<file path="src/rtl/irq_seq_pkg.sv">
package irq_seq_pkg;
   typedef enum logic [2:0] {
      OP_SEQ  = 3'd0,
      OP_JUMP = 3'd1,
      OP_CALL = 3'd2,
      OP_RET  = 3'd3,
      OP_RETI = 3'd4,
      OP_EINT = 3'd5,
      OP_DINT = 3'd6,
      OP_RSVD = 3'd7
   } seq_op_e;
endpackage

</file>
<file path="src/rtl/ret_stack.sv">
module ret_stack #(
   parameter int AW    = 10,
   parameter int DEPTH = 32
) (
   input  logic          clk,
   input  logic          rst,
   input  logic          push,
   input  logic          pop,
   input  logic [AW-1:0] wdata,
   output logic [AW-1:0] rdata
);
   localparam int SPW = $clog2(DEPTH);
   localparam logic [SPW-1:0] SP_ONE = 1;

   generate
      if (DEPTH < 2 || (1 << SPW) != DEPTH) begin : g_bad_depth
         $error("ret_stack: DEPTH must be a power of two of at least 2");
      end
   endgenerate

   logic [AW-1:0]  mem [DEPTH];
   logic [SPW-1:0] sp;
   logic [SPW-1:0] sp_top;

   assign sp_top = sp - SP_ONE;
   assign rdata  = mem[sp_top];

   always_ff @(posedge clk) begin
      if (rst) begin
         sp <= '0;
      end else if (push && !pop) begin
         mem[sp] <= wdata;
         sp      <= sp + SP_ONE;
      end else if (pop && !push) begin
         sp <= sp_top;
      end
   end


   push_then_top_chk: assert property (@(posedge clk) disable iff (rst)
      (push && !pop) |=> (rdata == $past(wdata)));
endmodule

</file>
<file path="src/rtl/irq_enable_ctl.sv">
module irq_enable_ctl
   import irq_seq_pkg::*;
#(
   parameter bit SAVE_FLAGS = 1'b1
) (
   input  logic    clk,
   input  logic    rst,
   input  logic    step,
   input  seq_op_e op,
   input  logic    reti_ie,
   input  logic    irq_req,
   input  logic    carry_in,
   input  logic    zero_in,
   output logic    take,
   output logic    ie,
   output logic    ack,
   output logic    flags_load,
   output logic    carry_out,
   output logic    zero_out
);
   logic ie_q, ack_q;
   logic do_reti;

   assign take    = step && irq_req && ie_q;
   assign do_reti = step && !take && (op == OP_RETI);
   assign ie      = ie_q;
   assign ack     = ack_q;

   always_ff @(posedge clk) begin
      if (rst) begin
         ie_q  <= 1'b0;
         ack_q <= 1'b0;
      end else begin
         ack_q <= take;
         if (take) begin
            ie_q <= 1'b0;
         end else if (step) begin
            case (op)
               OP_EINT: ie_q <= 1'b1;
               OP_DINT: ie_q <= 1'b0;
               OP_RETI: ie_q <= reti_ie;
               default: ie_q <= ie_q;
            endcase
         end
      end
   end

   generate
      if (SAVE_FLAGS) begin : g_save
         logic sv_c, sv_z, fl_q, co_q, zo_q;
         always_ff @(posedge clk) begin
            if (rst) begin
               sv_c <= 1'b0;
               sv_z <= 1'b0;
               fl_q <= 1'b0;
               co_q <= 1'b0;
               zo_q <= 1'b0;
            end else begin
               fl_q <= do_reti;
               if (take) begin
                  sv_c <= carry_in;
                  sv_z <= zero_in;
               end
               if (do_reti) begin
                  co_q <= sv_c;
                  zo_q <= sv_z;
               end
            end
         end
         assign flags_load = fl_q;
         assign carry_out  = co_q;
         assign zero_out   = zo_q;
      end else begin : g_nosave
         assign flags_load = 1'b0;
         assign carry_out  = 1'b0;
         assign zero_out   = 1'b0;
      end
   endgenerate


   restore_cause_chk: assert property (@(posedge clk) disable iff (rst)
      flags_load |-> $past(step && op == OP_RETI && !(irq_req && ie)));

   gated_req_chk: assert property (@(posedge clk) disable iff (rst)
      (!ie && step && irq_req) |=> !ack);
endmodule

</file>
<file path="src/rtl/pc_steer.sv">
module pc_steer
   import irq_seq_pkg::*;
#(
   parameter int AW = 10
) (
   input  logic          step,
   input  logic          take,
   input  seq_op_e       op,
   input  logic [AW-1:0] pc,
   input  logic [AW-1:0] target,
   input  logic [AW-1:0] stk_top,
   output logic [AW-1:0] pc_nxt,
   output logic          push,
   output logic          pop,
   output logic [AW-1:0] push_data
);
   localparam logic [AW-1:0] VECTOR = '1;
   localparam logic [AW-1:0] PC_ONE = 1;

   logic [AW-1:0] pc_inc;
   assign pc_inc = pc + PC_ONE;

   always_comb begin
      pc_nxt    = pc;
      push      = 1'b0;
      pop       = 1'b0;
      push_data = pc_inc;
      if (step) begin
         if (take) begin
            pc_nxt    = VECTOR;
            push      = 1'b1;
            push_data = pc;
         end else begin
            case (op)
               OP_JUMP: pc_nxt = target;
               OP_CALL: begin
                  pc_nxt = target;
                  push   = 1'b1;
               end
               OP_RET, OP_RETI: begin
                  pc_nxt = stk_top;
                  pop    = 1'b1;
               end
               default: pc_nxt = pc_inc;
            endcase
         end
      end
   end
endmodule

</file>
<file path="src/rtl/irq_sequencer.sv">
module irq_sequencer
   import irq_seq_pkg::*;
#(
   parameter int AW         = 10,
   parameter int DEPTH      = 32,
   parameter bit SAVE_FLAGS = 1'b1
) (
   input  logic          clk,
   input  logic          rst,
   input  logic          step,
   input  logic [2:0]    op,
   input  logic [AW-1:0] target,
   input  logic          reti_ie,
   input  logic          irq_req,
   input  logic          carry_in,
   input  logic          zero_in,
   output logic [AW-1:0] pc,
   output logic          ie,
   output logic          irq_ack,
   output logic          stk_push,
   output logic          stk_pop,
   output logic          flags_load,
   output logic          carry_out,
   output logic          zero_out
);
   localparam logic [AW-1:0] VECTOR = '1;

   generate
      if (AW < 4 || AW > 16) begin : g_bad_aw
         $error("irq_sequencer: AW must lie in 4..16");
      end
   endgenerate

   seq_op_e       op_e;
   logic          take;
   logic [AW-1:0] pc_q, pc_nxt, stk_top, push_data;

   assign op_e = seq_op_e'(op);
   assign pc   = pc_q;

   irq_enable_ctl #(.SAVE_FLAGS(SAVE_FLAGS)) u_ie (
      .clk(clk), .rst(rst), .step(step), .op(op_e), .reti_ie(reti_ie),
      .irq_req(irq_req), .carry_in(carry_in), .zero_in(zero_in),
      .take(take), .ie(ie), .ack(irq_ack), .flags_load(flags_load),
      .carry_out(carry_out), .zero_out(zero_out)
   );

   pc_steer #(.AW(AW)) u_steer (
      .step(step), .take(take), .op(op_e), .pc(pc_q), .target(target),
      .stk_top(stk_top), .pc_nxt(pc_nxt), .push(stk_push), .pop(stk_pop),
      .push_data(push_data)
   );

   ret_stack #(.AW(AW), .DEPTH(DEPTH)) u_stack (
      .clk(clk), .rst(rst), .push(stk_push), .pop(stk_pop),
      .wdata(push_data), .rdata(stk_top)
   );

   always_ff @(posedge clk) begin
      if (rst) pc_q <= '0;
      else     pc_q <= pc_nxt;
   end


   ack_at_vector_chk: assert property (@(posedge clk) disable iff (rst)
      irq_ack |-> (pc == VECTOR));

   entry_masks_chk: assert property (@(posedge clk) disable iff (rst)
      irq_ack |-> !ie);

   push_pop_excl_chk: assert property (@(posedge clk) disable iff (rst)
      !(stk_push && stk_pop));

   idle_hold_chk: assert property (@(posedge clk) disable iff (rst)
      !step |=> ($stable(pc) && $stable(ie) && !irq_ack));
endmodule

</file>
<file path="config.mk">
export PLATFORM = sky130hd
export DESIGN_NAME = irq_sequencer
export DESIGN_NICKNAME = d
export VERILOG_FILES = /design/src/rtl/irq_seq_pkg.sv /design/src/rtl/ret_stack.sv /design/src/rtl/irq_enable_ctl.sv /design/src/rtl/pc_steer.sv /design/src/rtl/irq_sequencer.sv
export SDC_FILE = /design/constraint.sdc
export NUM_CORES = 1
export LEC_CHECK = 0
export BUFFER_PORTS_ARGS = -buffer_cell sky130_fd_sc_hd__buf_4
export CAP_MARGIN = 25
export CORE_ASPECT_RATIO = 0.75
export CORE_MARGIN = 2
export CORE_UTILIZATION = 50
export CTS_BUF_LIST = sky130_fd_sc_hd__clkbuf_8 sky130_fd_sc_hd__clkbuf_16
export CTS_CLUSTER_SIZE = 10
export DETAILED_ROUTE_END_ITERATION = 16
export PLACE_DENSITY = 0.72
export SKIP_LAST_GASP = 1
export SYNTH_ARGS = -nofsm -noshare
export SYNTH_HDL_FRONTEND = slang
export SYNTH_SLANG_ARGS = --single-unit
</file>
<file path="constraint.sdc">
create_clock -name clk -period 5.14 [get_ports clk]
set_clock_uncertainty 0.15 [all_clocks]
set_input_delay 0.771 -clock clk [delete_from_list [all_inputs] [get_ports clk]]
set_output_delay 0.771 -clock clk [all_outputs]
set_load 0.03 [all_outputs]
</file>
* Yosys cells after proc, flatten, opt, wreduce, memory -nomap -nowiden
Memory sizes are Yosys's and may differ from the RTL's.
Cells that the tools add are included.
** Word-level totals
- Bits in registers :: 22
- Memory bits (writable) :: 320
- Input port bits :: 20
- Output and inout bits :: 17
- Logic and storage cells :: 50
- Memories :: 1
** Memory list
- u_stack.mem :: depth 32, width 10, rd ports 1, clocked after memory_dff 0, write ports 1, RTL line ret_stack.sv:21 : logic [AW-1:0] mem [DEPTH];
** Operators by class
- Add/subtract/negate cells :: 3
- Equality and inequality tests :: 6
- Multiplexer cells :: 16
- Reductions and logical operators :: 15
** Operator list (number)
- two-way mux 10 bit :: 3
- case mux 10 bit (2 select lines) :: 1
- adder 10 x 1 -> 10 bit (second input constant) :: 1
- two-way mux 5 bit :: 2
- == test 3 bit (second input constant) :: 3
- two-way mux 1 bit :: 9
- == test 3 x 2 -> 1 bit (second input constant) :: 2
- logical AND 1 bit :: 6
- OR reduction 2 bit :: 3
- adder 5 x 1 -> 5 bit (second input constant) :: 1
- subtractor 5 x 1 -> 5 bit (second input constant) :: 1
- == test 3 x 1 -> 1 bit (second input constant) :: 1
- zero test 1 bit :: 3
- case mux 1 bit (3 select lines) :: 1
- nonzero test 3 bit :: 1
- AND reduction 2 bit :: 1
- nonzero test 2 bit :: 1

* Depth between registers and ports, before layout
- Depth after elaboration :: 10
- Depth in mapped cells :: 12
- Depth with buffers taken out :: 9

* By module
Synthesis repeated with hierarchy kept, for this count alone.
** Second synthesis, totals
- Cells, all modules :: 787
- Area total of the unflattened synthesis :: 14591.5 um^2
** By module, submodules not included
- ret_stack :: times used 1, cells each 613, area an instance 13173.9 um^2, sequential area each 9709.3 um^2
- pc_steer :: times used 1, cells each 124, area an instance 850.8 um^2, sequential area each 0.0 um^2
- irq_enable_ctl :: times used 1, cells each 30, area an instance 304.0 um^2, sequential area each 140.1 um^2
- irq_sequencer :: times used 1, cells each 20, area an instance 262.8 um^2, sequential area each 200.2 um^2

* Worst setup path before layout
No wires, ideal clock.
- Kind :: input -> register
- Start :: in step
- End :: mem u_stack.mem[11][0], enable pin
- Setup time :: 0.376 ns
- Data arrival time :: 2.956 ns
- Data required time :: 4.614 ns
- Slack :: 1.658 ns
- Stages on the path :: 9
- Buffers on the path :: 3
- Cell sequence :: clkbuf_1 and3_1 clkbuf_1 a31o_2 ha_1 clkbuf_1 nor2b_1 nand2_1 nor2_1
** Between the ends
- Elaborated cells between the ends (all ways) :: 11
- Classes of those cells :: 7 x mux; 4 x reduce/logical
** RTL lines
- start, declared :: RTL line irq_sequencer.sv:10 : input logic step,
- logical AND 1 bit (2 in a row) :: RTL line irq_enable_ctl.sv:24 : assign take = step && irq_req && ie_q;
- two-way mux 1 bit :: RTL line pc_steer.sv:29 : if (take) begin
- two-way mux 1 bit (*) :: RTL line pc_steer.sv:28 : if (step) begin
- net stk_push :: RTL line irq_sequencer.sv:20 : output logic stk_push,
- logical AND 1 bit (*) :: RTL line ret_stack.sv:31 : end else if (push && !pop) begin
- two-way mux 1 bit (*) :: RTL line ret_stack.sv:31
- two-way mux 1 bit (*) :: RTL line ret_stack.sv:29 : if (rst) begin
- two-way mux 1 bit (not written as such) (*) :: RTL line ret_stack.sv:32 : mem[sp] <= wdata;
- end, declared :: RTL line ret_stack.sv:21
Mark *: on every way through the listed nets, which the timed path passes. The rest lies on a longest branch.

* Worst setup path after layout
- Start :: reg u_stack.sp[1]
- End :: reg pc_q[7] (netlist: pc[7])
** Between the ends
- Longest elaborated chain between the ends :: 4
** Ends and longest elaborated chain
- start, declared :: RTL line ret_stack.sv:22 : logic [SPW-1:0] sp;
- start signal, assigned :: RTL line ret_stack.sv:33 : sp <= sp + SP_ONE;
- start signal, assigned :: RTL line ret_stack.sv:35 : sp <= sp_top;
- subtractor 5 x 1 -> 5 bit :: RTL line ret_stack.sv:25 : assign sp_top = sp - SP_ONE;
- memory (32 x 10 bit)
- case mux 10 bit (2 select lines) :: RTL line pc_steer.sv:34 : case (op)
- two-way mux 10 bit :: RTL line pc_steer.sv:29
- end signal, assigned :: RTL line irq_sequencer.sv:61 : else pc_q <= pc_nxt;
- end, declared :: RTL line irq_sequencer.sv:36 : logic [AW-1:0] pc_q, pc_nxt, stk_top, push_data;
No other way between the ends.
A chain may end at the register's enable or synchronous reset.

==> flow_metrics.tcl <==
set metrics [dict create \
    status "completed" \
    drive_gt1_share_pct 18.9 \
    dpl.cell_count 1337 \
    avgSynthCellArea_um2 14.8 \
    clock.fmax_mhz 281 \
    setup_viol 0 \
    n_antenna_cell 0 \
    critPathLaunchType "flop" \
    path_cells "inv_1, ha_1, xnor2_4, buf_12, nand2_1, nand3_1, a41oi_1, or3_1, a211oi_2" \
    crit_path_top_delay_cell "xnor2_4" \
    place.port_buffers 36 \
    netlist_instances 946 \
    drtIter0Drc 1347 \
    synth-edff-count 320 \
    ys_async_sr_fraction_pct 0 \
    first_pass_iters 6 \
    ys_top_cells_by_area "edfxtp_1 68%, mux4_2 6.4%, nand2_1 4.7%" \
    grt_pass1_wl_um 52400 \
    hold_viol_final 0 \
    ant_nets 0 \
    die_x_um 197 \
    drv_cap 0 \
    max-slew-margin-rel_pct 34.1 \
    worst_pin_slew_ns 0.984 \
    initial_core_util_pct 50.5 \
    wl_um 35500 \
    grt_pass1_vias 8310 \
    clock_sinks 342 \
    grt_max_degree 64 \
    cpPeakStageDelay_ns 0.67 \
    dpl.hpwl_um 22500 \
    min_to "u_ie.g_save.sv_c" \
    nFillCells 2089 \
    period_share_pct 69.3 \
    wl_per_cell_um 25.4 \
    num_rows 53 \
    io_pins 37 \
    rr_startpoint "u_stack.sp[1]" \
    core_mm2 0.0278 \
    cts_tree "done" \
    p_leak_nw 5.51 \
    seq_area_frac_synth_pct 71.6 \
    yosysTopAreaCell "edfxtp_1" \
    tns_ns 0 \
    synthTopCellsByCount "320 x edfxtp_1, 177 x nand2_1, 81 x nor2_1" \
    cts_buffers 40 \
    synth.distinct_cells 58 \
    synth_top_family_by_area "simple AND/OR/NAND/NOR gates" \
    avgViaCountPerCell 6.26 \
    finish.utilization_pct 58.1 \
    clockBufferDepth 3 \
    overflow 0 \
    muxShareOfSynthArea_pct 8.19 \
    finalCriticalPeriod_ns 3.56 \
    worstPathRequired_ns 5.46 \
    synth-xor-area-share_pct 1.93 \
    finalMaxSlewViolations 0 \
    crit_fanout 51 \
    r2r_cells 9 \
    die_y_um 149 \
    arrival_ns 3.88 \
    power.density_mw_per_mm2 420 \
    num_vias 8749 \
    rsz0062_at_grt "false" \
    min_path_type "flop to flop" \
    clock_latency_ns 0.54 \
    post_cts_resized 0 \
    syn_area_mm2 0.0140 \
    synth_most_common_cell "edfxtp_1" \
    r2r-end "pc[7]" \
    ys.flop_type "edfxtp_1" \
    dieArea_mm2 0.0294 \
    top_layer_used "met4" \
    crit_start "u_stack.sp[1]" \
    ys_seq_elements 342 \
    drc 0 \
    cts_root_buffer "clkbuf_16" \
    whs_path_depth 2 \
    place.gp.congestion 0.926 \
    synth-compound-area-share_pct 4.65 \
    wl_met3_um 4520 \
    synth-simple-area-share_pct 11.1 \
    final_cells 1397 \
    cts_setup_buffers 0 \
    wl_met1_um 14800 \
    crit_type "flop to flop" \
    synthDominantCellAreaShare_pct 68.5 \
    endpoint_kind "flop" \
    h-tree-depth 2 \
    clk_pin_slew_ns 0.06 \
    vdd_ir_drop_max_mv 0.335 \
    synthAdderAreaFrac_pct 0.624 \
    synth_nets 973 \
    hold_start "u_ie.g_save.sv_c" \
    yosysWarnings 0 \
    track_usage_pct 24.5 \
    nets 1051 \
    rrSetupSlack_ns 1.58 \
    antenna_found_initial 2 \
    hold_buffers 0 \
    synthToLayoutAreaGrowth_pct 15.0 \
    route.met2.wl_um 15500 \
]
critical path: cells and delay by family, from the launching register on:
family          cells  cell delay, ns
flops               1            0.57
simple gates        3            0.69
xor+xnor            1            0.67
fa+ha+maj           1            0.40
buf+inv             2            0.48
compound gates      2            0.48
metrics by stage:
stage	area (um^2)	hold slack (ns)	setup WS (ns)	total power [W]
floorplan	14000	0.286	1.66	0.00392
global placement	15000	0.297	1.53	0.00430
detailed placement	15000	0.309	1.37	0.00433
CTS	16100	0.313	1.65	0.00675
global route	16100	0.332	1.42	0.00697
finish	16100	0.315	1.58	0.00677
worst max path at each step:
stage	depth (start not counted)	slack [ns]	to
after floorplan	9	1.66	u_stack.mem[11][0]
after global placement	7	1.53	u_stack.mem[29][6]
after detailed placement	7	1.37	u_stack.mem[18][0]
after CTS	8	1.65	pc[1]
after global routing	8	1.42	pc[0]
final	9	1.58	pc[7]
cells by family after synthesis:
family | after synthesis
buffers and inverters | 57
multiplexers | 64
AND/OR/NAND/NOR | 364
AO/OA/AOI/OAI | 85
adder cells (fa/ha/maj) | 7
flip-flops | 342
XOR/XNOR | 27
where the power goes:
part	switching [W]	internal (W)	total (W)
combinational	0.000756	0.000372	0.00113
sequential	0.0000451	0.00313	0.00318
clock	0.00106	0.00140	0.00246
total	0.00187	0.00490	0.00677
state kept, by name, indices dropped and copies added, names as in the netlist:
register,count
u_stack.mem,320
pc,10
u_stack.sp,5
u_ie.ack,1
u_ie.carry_out,1
u_ie.flags_load,1
u_ie.g_save.sv_c,1
u_ie.g_save.sv_z,1
u_ie.ie,1
u_ie.zero_out,1
layout by cell type (no fill, tap or decap), types with 8 or more instances in the layout:
cell type	Yosys	routed
edfxtp_1	320	320
nor2_1	81	81
mux4_2	40	40
nand2_1	177	177
nand3_1	64	64
a221oi_1	8	8
a32oi_1	10	10
xnor2_1	12	8
a21oi_1	20	20
nor3_1	10	10
inv_1	7	21
nand4_1	8	8
dfxtp_1	22	21
clkbuf_16	0	40
a41oi_1	9	9
mux2i_1	17	17
buf_4	7	82
layout make-up:
type	count	area (um^2)	share of cell area (%)
well taps	357	447	2.77
flip-flops and latches	342	10100	62.3
multi-input cells	547	3800	23.5
repair buffers	86	698	4.33
clock buffers	40	1000	6.21
clock inverters	18	106	0.659
inverters	7	26.3	0.163
routing by layer:
layer  vias up  GRT usage, %
li1       3739             -
met1      4385          37.7
met2       556          34.8
met3        69          5.95
met4         0          7.18
met5         -             0
Power figures use the tool's default switching activity.
